<file path="src/rtl/opnd_pkg.sv">
package opnd_pkg;

   typedef enum logic [2:0] {
      OC_SREG,
      OC_SPEC,
      OC_ICONST,
      OC_FCONST,
      OC_LIT,
      OC_VREG,
      OC_BAD
   } opnd_class_e;

   typedef enum logic {
      ST_IDLE,
      ST_LIT
   } opnd_state_e;

   localparam int          CODE_W      = 9;
   localparam int          WORD_W      = 32;
   localparam int          VIDX_W      = 8;
   localparam int          MAX_SGPR    = 104;

   localparam logic [8:0]  C_VCC_LO    = 9'd106;
   localparam logic [8:0]  C_VCC_HI    = 9'd107;
   localparam logic [8:0]  C_M0        = 9'd124;
   localparam logic [8:0]  C_EXEC_LO   = 9'd126;
   localparam logic [8:0]  C_EXEC_HI   = 9'd127;
   localparam logic [8:0]  C_INT_ZERO  = 9'd128;
   localparam logic [8:0]  C_INT_POS_E = 9'd192;
   localparam logic [8:0]  C_INT_NEG_E = 9'd208;
   localparam logic [8:0]  C_FLT_FIRST = 9'd240;
   localparam logic [8:0]  C_FLT_LAST  = 9'd248;
   localparam logic [8:0]  C_LITERAL   = 9'd255;
   localparam logic [8:0]  C_VREG_BASE = 9'd256;

   localparam logic [31:0] INV2PI_SP   = 32'h3E22_F983;
   localparam logic [63:0] INV2PI_DP   = 64'h3FC4_5F30_6DC9_C882;

endpackage

</file>
<file path="src/rtl/opnd_classify.sv">
module opnd_classify
   import opnd_pkg::*;
#(
   parameter int NUM_SGPR = 104
) (
   input  logic [8:0]  code,
   input  logic        vop3,
   output opnd_class_e cls
);

   localparam logic [8:0] SGPR_END = 9'(NUM_SGPR);

   always_comb begin
      cls = OC_BAD;
      if (code >= C_VREG_BASE) begin
         cls = vop3 ? OC_VREG : OC_BAD;
      end else if (code < SGPR_END) begin
         cls = OC_SREG;
      end else if (code == C_VCC_LO || code == C_VCC_HI || code == C_M0 ||
                   code == C_EXEC_LO || code == C_EXEC_HI) begin
         cls = OC_SPEC;
      end else if (code >= C_INT_ZERO && code <= C_INT_NEG_E) begin
         cls = OC_ICONST;
      end else if (code >= C_FLT_FIRST && code <= C_FLT_LAST) begin
         cls = OC_FCONST;
      end else if (code == C_LITERAL) begin
         cls = OC_LIT;
      end
   end

endmodule

</file>
<file path="src/rtl/opnd_word_sel.sv">
module opnd_word_sel
   import opnd_pkg::*;
#(
   parameter int NUM_SGPR = 104
) (
   input  logic [8:0]  code,
   input  logic [31:0] rf_word,
   input  logic [63:0] vcc_val,
   input  logic [63:0] exec_val,
   input  logic [31:0] m0_val,
   output logic [31:0] word
);

   localparam logic [8:0] SGPR_END = 9'(NUM_SGPR);

   always_comb begin
      word = '0;
      if (code < SGPR_END) begin
         word = rf_word;
      end else begin
         unique case (code)
            C_VCC_LO:  word = vcc_val[31:0];
            C_VCC_HI:  word = vcc_val[63:32];
            C_M0:      word = m0_val;
            C_EXEC_LO: word = exec_val[31:0];
            C_EXEC_HI: word = exec_val[63:32];
            default:   word = '0;
         endcase
      end
   end

endmodule

</file>
<file path="src/rtl/opnd_const_gen.sv">
module opnd_const_gen
   import opnd_pkg::*;
(
   input  logic [8:0]  code,
   input  logic        wide,
   output logic [63:0] value
);

   logic [8:0]  pos_mag;
   logic [8:0]  neg_mag;
   logic [63:0] neg_full;
   logic [7:0]  sp_exp;
   logic [10:0] dp_exp;

   assign pos_mag  = code - C_INT_ZERO;
   assign neg_mag  = code - C_INT_POS_E;
   assign neg_full = 64'd0 - {55'd0, neg_mag};
   // codes 240..247: bit 0 is the sign, bits 2:1 the power of two above 0.5
   assign sp_exp   = 8'd126 + {6'd0, code[2:1]};
   assign dp_exp   = 11'd1022 + {9'd0, code[2:1]};

   always_comb begin
      value = '0;
      if (code <= C_INT_POS_E) begin
         value = {55'd0, pos_mag};
      end else if (code <= C_INT_NEG_E) begin
         value = wide ? neg_full : {32'd0, neg_full[31:0]};
      end else if (code == C_FLT_LAST) begin
         value = wide ? INV2PI_DP : {32'd0, INV2PI_SP};
      end else begin
         value = wide ? {code[0], dp_exp, 52'd0}
                      : {32'd0, code[0], sp_exp, 23'd0};
      end
   end

endmodule

</file>
<file path="src/rtl/opnd_align_chk.sv">
module opnd_align_chk (
   input  logic [1:0] start_lsb,
   input  logic [1:0] cnt_log2,
   input  logic       vec,
   output logic       misalign
);

   logic [3:0] span_end;

   assign span_end = {2'b00, start_lsb} + (4'd1 << cnt_log2);

   always_comb begin
      if (cnt_log2 == 2'd0) begin
         misalign = 1'b0;
      end else if (vec) begin
         misalign = (span_end > 4'd4);
      end else if (cnt_log2 == 2'd1) begin
         misalign = start_lsb[0];
      end else begin
         misalign = (start_lsb != 2'd0);
      end
   end

endmodule

</file>
<file path="src/rtl/opnd_resolve.sv">
module opnd_resolve
   import opnd_pkg::*;
#(
   parameter int NUM_SGPR = 104,
   localparam int SGPR_AW = $clog2(NUM_SGPR)
) (
   input  logic               clk,
   input  logic               rst_n,
   input  logic               in_valid,
   output logic               in_ready,
   input  logic [8:0]         in_code,
   input  logic [1:0]         in_cnt,
   input  logic               in_vec,
   input  logic               in_vop3,
   input  logic               in_fp64,
   input  logic               in_signed,
   output logic [SGPR_AW-1:0] rf_addr_lo,
   output logic [SGPR_AW-1:0] rf_addr_hi,
   input  logic [31:0]        rf_data_lo,
   input  logic [31:0]        rf_data_hi,
   input  logic [63:0]        vcc_val,
   input  logic [63:0]        exec_val,
   input  logic [31:0]        m0_val,
   output logic               lit_req,
   input  logic               lit_valid,
   input  logic [31:0]        lit_data,
   output logic               out_valid,
   output logic [63:0]        out_value,
   output logic               out_vreg,
   output logic [7:0]         out_vidx,
   output logic               out_illegal,
   output logic               out_misalign
);

   localparam int NUM_LANES = 2;

   if (NUM_SGPR < 2 || NUM_SGPR > MAX_SGPR) begin : g_bad_sgpr
      $error("opnd_resolve: NUM_SGPR out of range");
   end

   opnd_state_e state;
   opnd_class_e cls;
   logic        accept;
   logic        wide;
   logic        is_reg;
   logic        range_bad;
   logic [63:0] const_val;
   logic [63:0] res_val;
   logic [63:0] lit_wide;

   logic [1:0]  h_cnt;
   logic        h_fp64;
   logic        h_signed;

   logic [8:0]  lane_code [NUM_LANES];
   logic [31:0] lane_rf   [NUM_LANES];
   logic [31:0] lane_word [NUM_LANES];

   assign in_ready = (state == ST_IDLE);
   assign lit_req  = (state == ST_LIT);
   assign accept   = in_valid && in_ready;
   assign wide     = (in_cnt != 2'd0);

   opnd_classify #(.NUM_SGPR(NUM_SGPR)) u_classify (
      .code (in_code),
      .vop3 (in_vop3),
      .cls  (cls)
   );

   assign lane_code[0] = in_code;
   assign lane_code[1] = in_code + 9'd1;
   assign lane_rf[0]   = rf_data_lo;
   assign lane_rf[1]   = rf_data_hi;
   assign rf_addr_lo   = lane_code[0][SGPR_AW-1:0];
   assign rf_addr_hi   = lane_code[1][SGPR_AW-1:0];

   for (genvar g = 0; g < NUM_LANES; g++) begin : g_lane
      opnd_word_sel #(.NUM_SGPR(NUM_SGPR)) u_sel (
         .code     (lane_code[g]),
         .rf_word  (lane_rf[g]),
         .vcc_val  (vcc_val),
         .exec_val (exec_val),
         .m0_val   (m0_val),
         .word     (lane_word[g])
      );
   end

   opnd_const_gen u_const (
      .code  (in_code),
      .wide  (wide),
      .value (const_val)
   );

   opnd_align_chk u_align (
      .start_lsb (in_code[1:0]),
      .cnt_log2  (in_cnt),
      .vec       (in_vec),
      .misalign  (range_bad)
   );

   assign is_reg = (cls == OC_SREG) || (cls == OC_SPEC);

   always_comb begin
      unique case (cls)
         OC_SREG, OC_SPEC:     res_val = {wide ? lane_word[1] : 32'd0, lane_word[0]};
         OC_ICONST, OC_FCONST: res_val = const_val;
         default:              res_val = '0;
      endcase
   end

   always_comb begin
      if (h_cnt == 2'd0) begin
         lit_wide = {32'd0, lit_data};
      end else if (h_fp64) begin
         lit_wide = {lit_data, 32'd0};
      end else if (h_signed) begin
         lit_wide = {{32{lit_data[31]}}, lit_data};
      end else begin
         lit_wide = {32'd0, lit_data};
      end
   end

   always_ff @(posedge clk or negedge rst_n) begin
      if (!rst_n) begin
         state        <= ST_IDLE;
         h_cnt        <= '0;
         h_fp64       <= 1'b0;
         h_signed     <= 1'b0;
         out_valid    <= 1'b0;
         out_value    <= '0;
         out_vreg     <= 1'b0;
         out_vidx     <= '0;
         out_illegal  <= 1'b0;
         out_misalign <= 1'b0;
      end else begin
         out_valid <= 1'b0;
         if (state == ST_LIT) begin
            if (lit_valid) begin
               state        <= ST_IDLE;
               out_valid    <= 1'b1;
               out_value    <= lit_wide;
               out_vreg     <= 1'b0;
               out_vidx     <= '0;
               out_illegal  <= 1'b0;
               out_misalign <= 1'b0;
            end
         end else if (accept) begin
            if (cls == OC_LIT) begin
               state    <= ST_LIT;
               h_cnt    <= in_cnt;
               h_fp64   <= in_fp64;
               h_signed <= in_signed;
            end else begin
               out_valid    <= 1'b1;
               out_value    <= res_val;
               out_vreg     <= (cls == OC_VREG);
               out_vidx     <= in_code[7:0];
               out_illegal  <= (cls == OC_BAD);
               out_misalign <= is_reg && range_bad;
            end
         end
      end
   end

endmodule

</file>
<file path="config.mk">
export PLATFORM = sky130hd
export DESIGN_NAME = opnd_resolve
export DESIGN_NICKNAME = d
export VERILOG_FILES = /design/src/rtl/opnd_pkg.sv /design/src/rtl/opnd_classify.sv /design/src/rtl/opnd_word_sel.sv /design/src/rtl/opnd_const_gen.sv /design/src/rtl/opnd_align_chk.sv /design/src/rtl/opnd_resolve.sv
export SDC_FILE = /design/constraint.sdc
export NUM_CORES = 1
export LEC_CHECK = 0
export ABC_AREA = 1
export CAP_MARGIN = 0
export CORE_ASPECT_RATIO = 1.1
export CORE_MARGIN = 2
export CORE_UTILIZATION = 45
export CTS_BUF_LIST = sky130_fd_sc_hd__clkbuf_4
export DETAILED_ROUTE_END_ITERATION = 10
export PLACE_DENSITY_LB_ADDON = 0.25
export SETUP_SLACK_MARGIN = 0.2
export SLEW_MARGIN = 20
export SYNTH_ARGS = -nofsm -noshare
export SYNTH_HDL_FRONTEND = slang
export SYNTH_HIERARCHICAL = 1
export SYNTH_SLANG_ARGS = --single-unit
</file>
<file path="constraint.sdc">
create_clock -name clk -period 3.7 [get_ports clk]
set_input_delay 0.74 -clock clk [delete_from_list [all_inputs] [get_ports clk]]
set_output_delay 0.74 -clock clk [all_outputs]
set_load 0.01 [all_outputs]
</file>
======== Yosys cells after proc, flatten, opt, wreduce, memory -nomap -nowiden ========
Cells that the tools add are included.
cells by class
  reductions and logical operators ........ 19
  bitwise logic cells ..................... 1
  add/sub/neg operators ................... 7
  eq/ne operators ......................... 21
  multiplexer cells ....................... 51
  shift-type cells ........................ 1
  magnitude comparators ................... 9
operator list
  operator                                             number
  two-way mux 64 bit                                   12
  case mux 32 bit (5 select lines)                     2
  case mux 64 bit (2 select lines)                     1
  two-way mux 32 bit                                   3
  == test 9 x 7 -> 1 bit, second input constant        10
  two-way mux 62 bit                                   1
  two-way mux 8 bit                                    4
  <= comparator 9 x 8 -> 1 bit, second input constant  3
  two-way mux 1 bit                                    21
  == test 9 x 8 -> 1 bit, second input constant        2
  >= comparator 9 x 8 -> 1 bit, second input constant  2
  < comparator 9 x 7 -> 1 bit, second input constant   2
  subtractor 9 x 8 -> 9 bit, second input constant     2
  two-way mux 3 bit                                    5
  adder 10 x 2 -> 11 bit, first input constant         1
  subtractor 1 x 9 -> 10 bit, first input constant     1
  adder 9 x 1 -> 9 bit, second input constant          1
  == test 3 bit, second input constant                 3
  >= comparator 9 bit, second input constant           1
  adder 7 x 2 -> 8 bit, first input constant           1
  == test 3 x 2 -> 1 bit, second input constant        2
  AND reduction 3 bit                                  2
  nonzero test 2 bit                                   3
  logical OR 1 bit                                     5
  other kinds (12)                                     19
word-level totals
  register bits after elaboration ......... 81
  bits of input ports ..................... 275

======== Longest topological paths before layout ========
  depth in word-level cells ............... 14
  gate-level depth with buffers ........... 21
  depth with buffers taken out ............ 19

======== Modules after synthesis ========
The synthesis kept the hierarchy.
modules (own cells, without submodules)
  module          area each (um^2)  sequential area each (um^2)  cells each  instances
  opnd_resolve    5248.8            2026.9                       794         1
  opnd_word_sel   1809.2            0.0                          389         2
  opnd_const_gen  1037.2            0.0                          177         1
  opnd_classify   191.4             0.0                          40          1
  opnd_align_chk  117.6             0.0                          20          1

======== Least setup slack after synthesis ========
OpenSTA, ideal clock, no wires.
  path type ............................... in2reg
  from .................................... input in_code[0]
  to ...................................... register out_value[57]
  cell stages on the path ................. 17
  path buffers ............................ 1
  setup slack ............................. 0.978 ns
  library setup time ...................... 0.066 ns
  data arrival time ....................... 2.656 ns
  cells stage by stage .................... ha_1 nand2_1 nor3_1 xor2_1 nand2_1 nor2_2 nand2_1 nor2_2 buf_4 nand2_1 nand3_1 nand3_1 nand2_1 nand2_1 nand2_1 nand2_1 nand2_1
RTL lines
  element               line                 source
  start, declared       opnd_resolve.sv:11   input logic [8:0] in_code,
  end signal, assigned  opnd_resolve.sv:141  out_value <= lit_wide;
  end signal, assigned  opnd_resolve.sv:155  out_value <= res_val;
  end, declared         opnd_resolve.sv:28   output logic [63:0] out_value,

======== Final worst setup path ========
  from .................................... input in_code[1]
  to ...................................... output rf_addr_hi[5]
between the ends
  cells in the longest elaborated chain, start to end .. 1
RTL lines
  element               line                source
  adder 9 x 1 -> 9 bit  opnd_resolve.sv:71  assign lane_code[1] = in_code + 9'd1;
  end, declared         opnd_resolve.sv:18  output logic [SGPR_AW-1:0] rf_addr_hi,
No other way between the ends.

==> flow_metrics.env <==
export IMPL_fin_crit_sh_pct=94.48
export IMPL_yosysMostFrequentCell="nand2_1"
export IMPL_hold_violations=0
export IMPL_cts_buffers=9
export IMPL_async_flop_share_pct=100.0
export IMPL_syn_nets=2091
export IMPL_ys_seq_area_share_pct=19.85
export IMPL_min_path_type="in -> async"
export IMPL_drt_initial_drc_count=1974
export IMPL_grt_pass1_wl_um=79600
export IMPL_cp_end_kind="output port"
export IMPL_outcome="complete, no violations"
export IMPL_grt_max_degree=82
export IMPL_syn_area_per_cell_um2=5.646
export IMPL_pwr_share_comb_pct=52.9
export IMPL_core_area_um2=22180
export IMPL_grt_pass1_vias=13600
export IMPL_leakagePower_nw=7.153
export IMPL_path_cells="clkdlybuf4s50_1 -> buf_12 -> nand3_1 -> nor2_2 -> buf_4 -> xor2_2 -> buf_4 -> clkdlybuf4s50_1"
export IMPL_final_setup_tns_ps=0
export IMPL_hpwl_um=38860
export IMPL_ir_drop_mv=0.3212
export IMPL_insertion_delay_ps=490
export IMPL_ys_warnings_count=6
export IMPL_clock_sinks=81
export IMPL_clockBufferDepth=2
export IMPL_switching_power_mw=1.630
export IMPL_slowest_stage="clkdlybuf4s50_1"
export IMPL_rsz0062_at_grt="yes"
export IMPL_fp_dieW_um=147.6
export IMPL_cts_root_buffer="clkbuf_4"
export IMPL_pre_cts_ws_ps=-154.2
export IMPL_yosys_area_top_type="nand2_1"
export IMPL_p_int_mw=2.172
export IMPL_track_usage_pct=43.00
export IMPL_place_congestion=1.014
export IMPL_critical_path_peak_fanout=18
export IMPL_via_per_inst=6.133
export IMPL_synth_area_leaders="nand2_1 (25%), nand3_1 (20%), dfrtp_1 (20%)"
export IMPL_ctsHoldBuffers=0
export IMPL_cpPeakStageDelay_ps=540
export IMPL_setup_ws_ps=204.1
export IMPL_synth_top_area_share_pct=24.84
export IMPL_final_layout_size_suffix_gt1_share_pct=10.12
export IMPL_first_pass_iters=6
export IMPL_start_util_pct=46.05
export IMPL_drc=0
export IMPL_vias=14732
export IMPL_synth_seq_cells=81
export IMPL_finalCriticalPeriod_ps=3496
export IMPL_port_buffers=366
export IMPL_antenna_found_initial=4
export IMPL_crit_arrival_ps=2760
export IMPL_gr_total_overflow=0
export IMPL_nFillCells=2073
export IMPL_clock_skew_ps=25.45
export IMPL_clkSlewWorstSetupHoldPaths_ps=140
export IMPL_synth_main_ff_cell="dfrtp_1"
export IMPL_drtAntennaViolNets=0
export IMPL_synthesis_area_um2=10210
export IMPL_netlist_top_cells_count="nand2_1 (676), nand3_1 (413), nand4_1 (133)"
export IMPL_synthDistinctLibCells=38
export IMPL_relSlewSlack_pct=40.73
export IMPL_clock_fmax_mhz=286.1
export IMPL_syn2layout_area_growth_pct=40.93
export IMPL_powerDensity_nw_per_um2=264.1
export IMPL_synth_edf_count=0
export IMPL_pwr_share_seq_pct=31.6
export IMPL_start_kind="primary input"
export IMPL_switching_share_pct=42.87
export IMPL_cp_data_required_time_ps=2960
export IMPL_pin_count=367
export IMPL_setup_worst_path_class="in -> out"
export IMPL_routedWlPerCell_um=22.17
export IMPL_drv_slew=0
export IMPL_postSynthCellCount=1809
export IMPL_wirelength_um=53260
export IMPL_core_rowCount=57
export IMPL_layout_nets=2381
export IMPL_p_clk_share_pct=15.5
export IMPL_htree_levels=3
export IMPL_setup_violations=0
export IMPL_dieArea_um2=23920
export IMPL_tightest_slew_ps=886.9
export IMPL_die_h_um=162.0
export IMPL_maxCapViolCount=0
export IMPL_tritoncts="built"
==> final cells by class <==
class / count / area, um2 / share of cell area, %
Inverter: 75 / 281.5 / 1.956
Clock inverter: 7 / 76.32 / 0.5303
Timing Repair Buffer: 465 / 4661 / 32.38
Sequential cell: 81 / 2027 / 14.08
Multi-Input combinational cell: 1467 / 6904 / 47.97
Clock buffer: 9 / 67.56 / 0.4694
Antenna cell: 3 / 7.507 / 0.05216
Tap cell: 295 / 369.1 / 2.564
==> worst paths after layout <==
kind / from / end / slack, ps / depth (start not counted)
setup / recovery: in_code[1] / rf_addr_hi[5] / 200 / 8
max in group asynchronous: rst_n / out_vidx[5] / 2870 / 1
min in group clk: out_vidx[6] / out_vidx[6] / 520 / 2
setup reg to reg: h_fp64 / out_value[17] / 1510 / 5
hold reg to reg: out_vidx[6] / out_vidx[6] / 520 / 2
hold / removal: rst_n / out_value[5] / 280 / 1
==> worst max-delay path: cells and delay by family <==
kind / cells / cell delay, ps
buffers and inverters: 5 / 1530
AND/OR/NAND/NOR: 2 / 290
XOR/XNOR: 1 / 190
==> through the flow <==
| stage | cells | utilization [%] | power (mW) | hold WS (ps) | cell area, um2 |
|---|---|---|---|---|---|
| 2_1_floorplan | 1809 | - | 2.094 | 444.4 | 10210 |
| 3_3_place_gp | 2381 | 63.88 | 3.145 | 487.2 | 14170 |
| 3_5_place_dp | 2381 | 63.88 | 3.164 | 487.7 | 14170 |
| 4_1_cts | 2397 | 64.63 | 3.738 | 468.6 | 14340 |
| 5_1_grt | 2402 | 64.90 | 3.971 | 313.4 | 14390 |
| 6_report | 2402 | 64.90 | 3.802 | 275.8 | 14390 |
==> repair_timing <==
action,in CTS,in global routing
buffers inserted,0,2
endpoints found under the setup margin,2,8
gates resized for setup,6,7
==> power by group through the flow <==
stage	clock (mW)	sequential, mW	combinational (mW)
final	0.588	1.20	2.01
after detailed placement	0	1.21	1.95
after global placement	0	1.21	1.94
after CTS	0.578	1.20	1.96
after global routing	0.624	1.22	2.13
after floorplan	0	1.25	0.846
==> sequential cells by signal, indices dropped and copies added (netlist names) <==
register / flops
out_valid: 1
out_vreg: 1
h_fp64: 1
out_value: 64
h_cnt: 2
h_signed: 1
lit_req: 1
out_vidx: 8
out_misalign: 1
out_illegal: 1
==> metal layers <==
metal | routed length, um | vias up | global-route usage (%)
met1 | 19450 | 6744 | 53.31
met3 | 5800 | 249 | 8.202
met5 | 7 | - | 0
li1 | - | 6541 | -
met2 | 24040 | 1196 | 70.04
met4 | 3958 | 2 | 24.48
==> logic make-up (layout without fill, tap and decap cells) <==
group	count (synthesis)	after routing	synth area share [%]
buffers and inverters	261	556	13.14
XOR/XNOR	7	7	0.6003
other	0	3	0
adder cells (fa/ha/maj)	7	7	0.9310
AND/OR/NAND/NOR	1411	1411	63.08
flip-flops	81	81	19.85
AO/OA/AOI/OAI	42	42	2.401
==> placed cells by master (no fill, tap or decap), drive strengths merged <==
cell type	instances
nand2	690
nor2	138
o211ai	1
a21oi	11
nand3b	2
buf	100
xor2	7
a21boi	1
nand4	134
clkdlybuf4s50	364
nor3	6
clkinv	2
o21bai	1
ha	6
fa	1
dfrtp	81
or2	22
bufinv	1
diode	3
o22ai	1
dlygate4sd2	1
clkbuf	9
inv	78
o21ai	27
clkinvlp	1
nand3	419
No activity file was read; power rests on OpenSTA's default activity.
